==> config.mk <==
export PLATFORM = sky130hd
export DESIGN_NAME = coded_stream_encoder
export DESIGN_NICKNAME = d
export VERILOG_FILES = /design/src/rtl/cse_pkg.sv /design/src/rtl/cse_phase_fsm.sv /design/src/rtl/cse_clamp.sv /design/src/rtl/cse_event_arb.sv /design/src/rtl/coded_stream_encoder.sv
export SDC_FILE = /design/constraint.sdc
export NUM_CORES = 1
export LEC_CHECK = 0
export BUFFER_PORTS_ARGS = -buffer_cell sky130_fd_sc_hd__buf_4
export CAP_MARGIN = 5
export CORE_MARGIN = 2
export CORE_UTILIZATION = 30
export CTS_CLUSTER_SIZE = 40
export DETAILED_ROUTE_END_ITERATION = 12
export GPL_TIMING_DRIVEN = 0
export MAX_ROUTING_LAYER = met4
export PLACE_DENSITY = 0.55
export SYNTH_ARGS = -nofsm -noshare
export SYNTH_HDL_FRONTEND = slang
export SYNTH_HIERARCHICAL = 1
export SYNTH_SLANG_ARGS = --single-unit
==> constraint.sdc <==
create_clock -name clk -period 3.25 [get_ports clk]
set_input_delay 0.325 -clock clk [delete_from_list [all_inputs] [get_ports clk]]
set_output_delay 0.325 -clock clk [all_outputs]
set_load 0.01 [all_outputs]
==> src/rtl/cse_pkg.sv <==
package cse_pkg;

    localparam int BYTE_W = 8;

    localparam logic [BYTE_W-1:0] MARK_CB   = 8'hFF;
    localparam logic [BYTE_W-1:0] MARK_CR   = 8'hFE;
    localparam logic [BYTE_W-1:0] CODE_INV  = 8'h00;
    localparam logic [BYTE_W-1:0] CODE_EAV  = 8'h01;
    localparam logic [BYTE_W-1:0] CODE_SAV  = 8'h02;
    localparam logic [BYTE_W-1:0] CODE_HACT = 8'h03;
    localparam logic [BYTE_W-1:0] CODE_HBLK = 8'h04;
    localparam logic [BYTE_W-1:0] CODE_VEVN = 8'h05;
    localparam logic [BYTE_W-1:0] CODE_VODD = 8'h06;

    typedef enum logic {
        PH_CHROMA = 1'b0,
        PH_LUMA   = 1'b1
    } phase_e;

    typedef enum logic [2:0] {
        EV_NONE,
        EV_VRS,
        EV_HRS,
        EV_EAV,
        EV_SAV,
        EV_INV
    } ev_e;

    typedef struct packed {
        logic [BYTE_W-1:0] y;
        logic [BYTE_W-1:0] c;
        logic              cb;
        logic              valid;
        logic              hact;
        logic              vact;
        logic              hrst;
        logic              vrst;
        logic              odd;
    } pix_t;

endpackage

==> src/rtl/cse_phase_fsm.sv <==
module cse_phase_fsm
    import cse_pkg::*;
(
    input  logic clk,
    input  logic rst_n,
    output logic luma_slot_o,
    output logic take_o
);

    phase_e state_q;
    phase_e state_d;

    always_comb begin
        unique case (state_q)
            PH_CHROMA: state_d = PH_LUMA;
            PH_LUMA:   state_d = PH_CHROMA;
            default:   state_d = PH_CHROMA;
        endcase
    end

    always_ff @(posedge clk or negedge rst_n) begin
        if (!rst_n) state_q <= PH_CHROMA;
        else        state_q <= state_d;
    end

    always_comb begin
        luma_slot_o = 1'b0;
        take_o      = 1'b0;
        unique case (state_q)
            PH_CHROMA: begin
                luma_slot_o = 1'b0;
                take_o      = 1'b0;
            end
            PH_LUMA: begin
                luma_slot_o = 1'b1;
                take_o      = 1'b1;
            end
            default: begin
                luma_slot_o = 1'b0;
                take_o      = 1'b0;
            end
        endcase
    end

endmodule

==> src/rtl/cse_clamp.sv <==
module cse_clamp #(
    parameter int W  = 8,
    parameter int LO = 2,
    parameter int HI = 253
) (
    input  logic [W-1:0] d_i,
    output logic [W-1:0] q_o
);

    localparam logic [W-1:0] LO_V = W'(LO);
    localparam logic [W-1:0] HI_V = W'(HI);

    always_comb begin
        if (d_i < LO_V)      q_o = LO_V;
        else if (d_i > HI_V) q_o = HI_V;
        else                 q_o = d_i;
    end

endmodule

==> src/rtl/cse_event_arb.sv <==
module cse_event_arb
    import cse_pkg::*;
(
    input  logic              clk,
    input  logic              rst_n,
    input  logic              take_i,
    input  logic              vrs_i,
    input  logic              odd_i,
    input  logic              hrs_i,
    input  logic              vact_i,
    input  logic              eav_i,
    input  logic              sav_i,
    input  logic              inv_i,
    output ev_e               sel_o,
    output logic [BYTE_W-1:0] code_o
);

    logic pend_vrs_q, pend_odd_q, pend_hrs_q, pend_vact_q, pend_eav_q, pend_sav_q;
    logic req_vrs, req_hrs, req_eav, req_sav;
    logic odd_eff, vact_eff;

    always_comb begin
        req_vrs  = vrs_i | pend_vrs_q;
        req_hrs  = hrs_i | pend_hrs_q;
        req_eav  = eav_i | pend_eav_q;
        req_sav  = sav_i | pend_sav_q;
        odd_eff  = pend_vrs_q ? pend_odd_q  : odd_i;
        vact_eff = pend_hrs_q ? pend_vact_q : vact_i;
    end

    always_comb begin
        if (req_vrs)      sel_o = EV_VRS;
        else if (req_hrs) sel_o = EV_HRS;
        else if (req_eav) sel_o = EV_EAV;
        else if (req_sav) sel_o = EV_SAV;
        else if (inv_i)   sel_o = EV_INV;
        else              sel_o = EV_NONE;
    end

    always_comb begin
        unique case (sel_o)
            EV_VRS:  code_o = odd_eff  ? CODE_VODD : CODE_VEVN;
            EV_HRS:  code_o = vact_eff ? CODE_HACT : CODE_HBLK;
            EV_EAV:  code_o = CODE_EAV;
            EV_SAV:  code_o = CODE_SAV;
            EV_INV:  code_o = CODE_INV;
            default: code_o = CODE_INV;
        endcase
    end

    always_ff @(posedge clk or negedge rst_n) begin
        if (!rst_n) begin
            pend_vrs_q  <= 1'b0;
            pend_odd_q  <= 1'b0;
            pend_hrs_q  <= 1'b0;
            pend_vact_q <= 1'b0;
            pend_eav_q  <= 1'b0;
            pend_sav_q  <= 1'b0;
        end else if (take_i) begin
            pend_vrs_q  <= req_vrs && (sel_o != EV_VRS);
            pend_odd_q  <= odd_eff;
            pend_hrs_q  <= req_hrs && (sel_o != EV_HRS);
            pend_vact_q <= vact_eff;
            pend_eav_q  <= req_eav && (sel_o != EV_EAV);
            pend_sav_q  <= req_sav && (sel_o != EV_SAV);
        end
    end

endmodule

==> src/rtl/coded_stream_encoder.sv <==
module coded_stream_encoder
    import cse_pkg::*;
#(
    parameter int C_LO = 2,
    parameter int C_HI = 253,
    parameter int Y_LO = 16,
    parameter int Y_HI = 253
) (
    input  logic              clk,
    input  logic              rst_n,
    input  logic [BYTE_W-1:0] pix_y_i,
    input  logic [BYTE_W-1:0] pix_c_i,
    input  logic              pix_cb_i,
    input  logic              pix_valid_i,
    input  logic              line_act_i,
    input  logic              frame_act_i,
    input  logic              line_rst_i,
    input  logic              frame_rst_i,
    input  logic              next_odd_i,
    output logic [BYTE_W-1:0] bs_byte_o,
    output logic              bs_luma_o
);

    localparam int NCOMP = 2;
    localparam int LOS [NCOMP] = '{C_LO, Y_LO};
    localparam int HIS [NCOMP] = '{C_HI, Y_HI};

    logic              luma_slot, take;
    pix_t              live, stage_q;
    logic              hact_prev_q, last_cb_q;
    logic [BYTE_W-1:0] out_c_q, out_l_q;
    logic [BYTE_W-1:0] raw   [NCOMP];
    logic [BYTE_W-1:0] sat   [NCOMP];
    ev_e               sel;
    logic [BYTE_W-1:0] code, marker;
    logic              eav_new, sav_new;

    always_comb begin
        live.y     = pix_y_i;
        live.c     = pix_c_i;
        live.cb    = pix_cb_i;
        live.valid = pix_valid_i;
        live.hact  = line_act_i;
        live.vact  = frame_act_i;
        live.hrst  = line_rst_i;
        live.vrst  = frame_rst_i;
        live.odd   = next_odd_i;
    end

    cse_phase_fsm i_phase (
        .clk         (clk),
        .rst_n       (rst_n),
        .luma_slot_o (luma_slot),
        .take_o      (take)
    );

    assign raw[0] = stage_q.c;
    assign raw[1] = stage_q.y;

    for (genvar g = 0; g < NCOMP; g++) begin : g_sat
        cse_clamp #(.W(BYTE_W), .LO(LOS[g]), .HI(HIS[g])) i_clamp (
            .d_i (raw[g]),
            .q_o (sat[g])
        );
    end

    always_comb begin
        eav_new = hact_prev_q && !stage_q.hact;
        sav_new = live.hact && !stage_q.hact;
    end

    cse_event_arb i_arb (
        .clk    (clk),
        .rst_n  (rst_n),
        .take_i (take),
        .vrs_i  (stage_q.vrst),
        .odd_i  (stage_q.odd),
        .hrs_i  (stage_q.hrst),
        .vact_i (stage_q.vact),
        .eav_i  (eav_new),
        .sav_i  (sav_new),
        .inv_i  (!stage_q.valid),
        .sel_o  (sel),
        .code_o (code)
    );

    always_comb begin
        if (sel == EV_INV) marker = last_cb_q    ? MARK_CB : MARK_CR;
        else               marker = stage_q.cb   ? MARK_CB : MARK_CR;
    end

    always_ff @(posedge clk or negedge rst_n) begin
        if (!rst_n) begin
            stage_q     <= '0;
            hact_prev_q <= 1'b0;
            last_cb_q   <= 1'b1;
            out_c_q     <= MARK_CB;
            out_l_q     <= CODE_INV;
        end else if (take) begin
            stage_q     <= live;
            hact_prev_q <= stage_q.hact;
            if (stage_q.valid) last_cb_q <= stage_q.cb;
            if (sel == EV_NONE) begin
                out_c_q <= sat[0];
                out_l_q <= sat[1];
            end else begin
                out_c_q <= marker;
                out_l_q <= code;
            end
        end
    end

    always_comb begin
        bs_luma_o = luma_slot;
        bs_byte_o = luma_slot ? out_l_q : out_c_q;
    end

endmodule

### Yosys cells after proc, flatten, opt, wreduce, memory -nomap -nowiden

Cells that the tools add are included.

| storage, ports and cells | value |
|---|---|
| register bits | 48 |
| bits in latches | 0 |
| RAM bits | 0 |
| bits in read-only memories | 0 |
| input bits | 25 |
| output and inout bits | 9 |
| memories kept | 0 |

| cells by class | value |
|---|---|
| add/sub/neg operators | 0 |
| multipliers | 0 |
| divide/modulo/power cells | 0 |
| order comparisons | 4 |
| eq/ne operators | 9 |
| shift-type cells | 0 |
| mux-type cells | 22 |
| bitwise gates (word level) | 5 |
| reductions and logical operators | 9 |

Operators with widths:

| operator | count |
|---|---|
| $mux 8 | 7 |
| $pmux 8 s4 | 1 |
| $mux 3 | 6 |
| $gt 8x8->1 const B | 2 |
| $lt 8x2->1 const B | 1 |
| $lt 8x5->1 const B | 1 |
| $eq 3x2->1 const B | 2 |
| $eq 3x3->1 const B | 2 |
| $logic_and 1x1->1 | 6 |
| $ne 3x2->1 const B | 2 |
| $mux 1 | 5 |
| $or 1x1->1 | 4 |
| $pmux 1 s2 | 2 |
| $eq 3x1->1 const B | 1 |
| $logic_not 3->1 | 1 |
| $ne 3x1->1 const B | 1 |
| $ne 3x3->1 const B | 1 |
| $mux 2 | 1 |
| $reduce_and 2->1 | 1 |
| $logic_not 1->1 | 1 |
| $not 1->1 | 1 |

### Depth between registers and ports, before layout

| logic depth | value |
|---|---|
| word-level depth | 10 |
| gate-level depth with buffers | 9 |

### By module

Netlist, hierarchy kept.

Modules (own cells, without submodules):

| module | times used | cells each | area each (um^2) | sequential area each (um^2) |
|---|---|---|---|---|
| coded_stream_encoder | 1 | 150 | 1,846.8 | 1,037.2 |
| cse_event_arb | 1 | 44 | 412.9 | 150.1 |
| cse_clamp (g_sat[0].i_clamp) | 1 | 14 | 98.8 | 0.0 |
| cse_clamp (g_sat[1].i_clamp) | 1 | 13 | 91.3 | 0.0 |
| cse_phase_fsm | 1 | 3 | 36.3 | 25.0 |

### Least setup slack after synthesis

Ideal clock, no wire load.

| path | value |
|---|---|
| path type | flip-flop to flip-flop |
| from | reg stage_q[4] (netlist bit) |
| to | reg out_c_q[6] |
| arrival | 1.743 ns |
| slack | 1.415 ns |
| stages on the path, launching flop included | 10 |
| path buffers | 2 |
| cells stage by stage | dfrtp_1 -> nor2b_1 -> nor3b_1 -> o31ai_1 -> nand2_1 -> or3_1 -> buf_6 -> buf_12 -> nor2_4 -> a21oi_1 |

| between the ends | value |
|---|---|
| longest elaborated chain between the ends | 9 |

Ends and longest elaborated chain:

| what | RTL line | text |
|---|---|---|
| from (decl) | coded_stream_encoder.sv:29 | `pix_t live, stage_q;` |
| from (signal assigned) | coded_stream_encoder.sv:100 | `stage_q <= live;` |
| $logic_not 1->1 | coded_stream_encoder.sv:69 | `sav_new = live.hact && !stage_q.hact;` |
| $logic_and 1x1->1 | coded_stream_encoder.sv:69 |  |
| net sav_new | coded_stream_encoder.sv:36 | `logic eav_new, sav_new;` |
| $or 1x1->1 | cse_event_arb.sv:26 | `req_sav = sav_i \| pend_sav_q;` |
| $mux 3 | cse_event_arb.sv:35 | `else if (req_sav) sel_o = EV_SAV;` |
| $mux 3 | cse_event_arb.sv:34 | `else if (req_eav) sel_o = EV_EAV;` |
| $mux 3 | cse_event_arb.sv:33 | `else if (req_hrs) sel_o = EV_HRS;` |
| $mux 3 | cse_event_arb.sv:32 | `if (req_vrs) sel_o = EV_VRS;` |
| net sel[0] | coded_stream_encoder.sv:34 | `ev_e sel;` |
| $logic_not 3->1 | coded_stream_encoder.sv:103 | `if (sel == EV_NONE) begin` |
| $mux 8 | coded_stream_encoder.sv:103 |  |
| to (signal assigned) | coded_stream_encoder.sv:104 | `out_c_q <= sat[0];` |
| to (signal assigned) | coded_stream_encoder.sv:107 | `out_c_q <= marker;` |
| to (decl) | coded_stream_encoder.sv:31 | `logic [BYTE_W-1:0] out_c_q, out_l_q;` |

The timed path passes the listed nets, and every way through them passes these cells.
A chain may end at the register's enable or synchronous reset.

### Final worst setup path

| path | value |
|---|---|
| from | reg stage_q[4] (netlist bit) |
| to | reg out_c_q[4] |

The elaborated chain is that of the path after synthesis.

==> results_dict.tcl <==
set metrics [dict create \
    start_util_pct 30.6 \
    num_io_pins 34 \
    r2r_slack_ps 1220 \
    drtPass1Iterations 4 \
    end_kind "flop" \
    finalHoldViolations 0 \
    port_buffers 33 \
    area_growth_pct 22.2 \
    drv_slew 0 \
    grt_max_degree 49 \
    gp_congestion 0.773 \
    finalCritPeriodShare_pct 62.6 \
    synth-edff-count 0 \
    mostFrequentLayoutCell "buf_4" \
    relSlewSlack_pct 58.4 \
    via_per_inst 4.61 \
    utilization_pct 37.4 \
    finalSetupViolCount 0 \
    core_um2 8130 \
    synth_area_um2 2490 \
    dr_wl_met3_um 170 \
    min_period_ps 2030 \
    arrival_ps 2250 \
    hp-class "primary input to async pin" \
    cts_resized 0 \
    startpoint_type "flop" \
    power_density_nw_per_um2 478 \
    worst_pin_slew_ps 624 \
    seq_area_um2 1210 \
    avgSynthCellArea_um2 11.1 \
    h-tree-depth 2 \
    wl_met1_mm 2.46 \
    fp-row-count 33 \
    clockBufferDepth 2 \
    cp_slowest_cell "dfrtp_1" \
    drv_cap 0 \
    synth.distinct_cells 50 \
    grt_usage_pct 12.3 \
    routed.top_layer "met4" \
    ys_ff_latch 48 \
    grt_pass1_wl_mm 8.38 \
    wl_per_cell_um 13.5 \
    antenna_left 0 \
    seq_area_frac_synth_pct 48.8 \
    grt.overflow.total 0 \
    fp.dieH_um 95.0 \
    yosysTopAreaCellShare_pct 39.3 \
    synth_async_sr_flop_share_pct 100 \
    drtIter0Drc 74 \
    r2r_cells 9 \
    path_class "flop to flop" \
    vias 1724 \
    status "complete, no violations" \
    setup_tns_ps 0 \
    cts_hold_buf 0 \
    multi_input_area_um2 1120 \
    synth_top_area_cell "dfrtp_1" \
    cp.required_ps 3470 \
    cts-buffers-inserted 5 \
    die_x_um 95.0 \
    dr_wl_met2_mm 2.32 \
    cp_slowest_stage_delay_ps 410 \
    fillCellCount 827 \
    cts.clk_slew.worst_paths_ps 90 \
    routed_wl_mm 5.05 \
    synthCells 224 \
    clockRootBuffer "clkbuf_8" \
    max_freq_ghz 0.491 \
    postCtsSetupRepairBufs 0 \
    die_area_um2 9030 \
    leakage_uw 0.00129 \
    synth_area_leaders "dfrtp_1 (39%), mux2_2 (11%), dfstp_2 (9.5%), mux2_1 (4.1%), nor2_4 (3.2%)" \
    cts.sinks 48 \
    nets 293 \
    layout-drive-gt1-share_pct 39.0 \
    yosys_warnings 6 \
    grt_pass1_vias 1773 \
    dp_hpwl_mm 3.61 \
    cp_cell_sequence "nor2b_1, nor3b_1, o31ai_1, nand2_1, or3_1, buf_6, buf_12, nor2_4, a21oi_1" \
    antenna_found_initial 0 \
    finClkSkew_ps 7.88 \
    critPathMaxFanout 10 \
    cts_tree "built" \
    ys.flop_type "dfrtp_1" \
    antenna_cells 0 \
    drc 0 \
    rsz0062_at_grt "false" \
    clk_latency_ps 300 \
    peakVddDrop_uv 175 \
    mostFrequentLayoutCells "buf_4 (40), dfrtp_1 (39), mux2_2 (24)" \
]
[worst max-delay path: cells and delay by family, from the launching register on]
kind | cells | cell delay, ps
buffers and inverters | 2 | 300
DFF | 1 | 410
and+or+nand+nor | 5 | 980
AOI/OAI and AO/OA | 2 | 260
[cell families (layout without fill, tap and decap cells)]
logic type,after synthesis,after routing,synth area share (%)
multiplexers,34,34,15.3
buffers and inverters,30,71,6.94
other,1,5,0.151
AO/OA/AOI/OAI,36,36,9.21
XOR/XNOR,1,1,0.352
flip-flops,48,48,48.8
AND/OR/NAND/NOR,74,74,19.2
[sequential cells by signal (all words and copies together), names as in the netlist]
register / cells
raw: 16
out_c_q: 8
out_l_q: 8
stage_q: 7
hact_prev_q: 1
i_arb/pend_eav_q: 1
i_arb/pend_hrs_q: 1
i_arb/pend_odd_q: 1
i_arb/pend_sav_q: 1
i_arb/pend_vact_q: 1
i_arb/pend_vrs_q: 1
i_phase/state_q: 1
last_cb_q: 1
[power breakdown]
group | switching, uW | total, uW | internal [uW]
Clock | 208 | 592 | 385
Combinational | 82.2 | 183 | 101
Sequential | 35.0 | 678 | 643
[cell usage after synthesis, types with 2 or more instances]
cell      count
dfrtp_1      39
mux2_2       24
nor2_1       19
nand2_1      16
a21oi_1      12
clkbuf_1     12
a31oi_1      11
dfstp_2       9
mux2_1        9
buf_4         7
nor2_4        7
nor2b_1       6
inv_1         5
nor3_1        4
buf_2         3
nand2_2       3
nor4_4        3
o21ai_0       2
o21bai_1      2
[final cells by class]
cell class / instances / share of cell area [%]
plain buffers: 25 / 5.06
well taps: 105 / 4.32
clock inverters: 3 / 2.96
flip-flops and latches: 48 / 39.9
repair buffers: 33 / 8.15
multi-input cells: 150 / 36.7
clock buffers: 5 / 2.26
inverters: 5 / 0.618
[routing by layer]
layer	up-vias	track usage [%]
met4	0	4.23
met2	26	19.3
met5	-	-
li1	850	-
met3	8	2.69
met1	840	15.9
[final timing paths]
| path | start | to |
|---|---|---|
| min reg2reg | i_phase/state_q$_DFF_PN0_ | i_phase/state_q$_DFF_PN0_ |
| min | rst_n | out_l_q[6]$_DFFE_PN0P_ |
| max | stage_q[4]$_DFFE_PN0P_ | out_c_q[4]$_DFFE_PN1P_ |
| min in group clk | pix_c_i[3] | raw[11]$_DFFE_PN0P_ |
| max reg2reg | stage_q[4]$_DFFE_PN0P_ | out_c_q[4]$_DFFE_PN1P_ |
| max in group asynchronous | rst_n | out_l_q[4]$_DFFE_PN0P_ |
[stage by stage]
step                      hold WS [ps]  std cells  instance area [um2]  power [uW]  worst slack (ps)
after floorplan                   29.4        228                 2500         796              1410
after global placement             388        366                 2880         870              1170
after detailed placement           392        366                 2880         874              1190
after CTS                         50.3        374                 3040        1470              1200
after global routing              73.9        374                 3040        1520              1050
final                             9.68        374                 3040        1450              1220
Note: power is estimated with default switching activity, not from simulation.
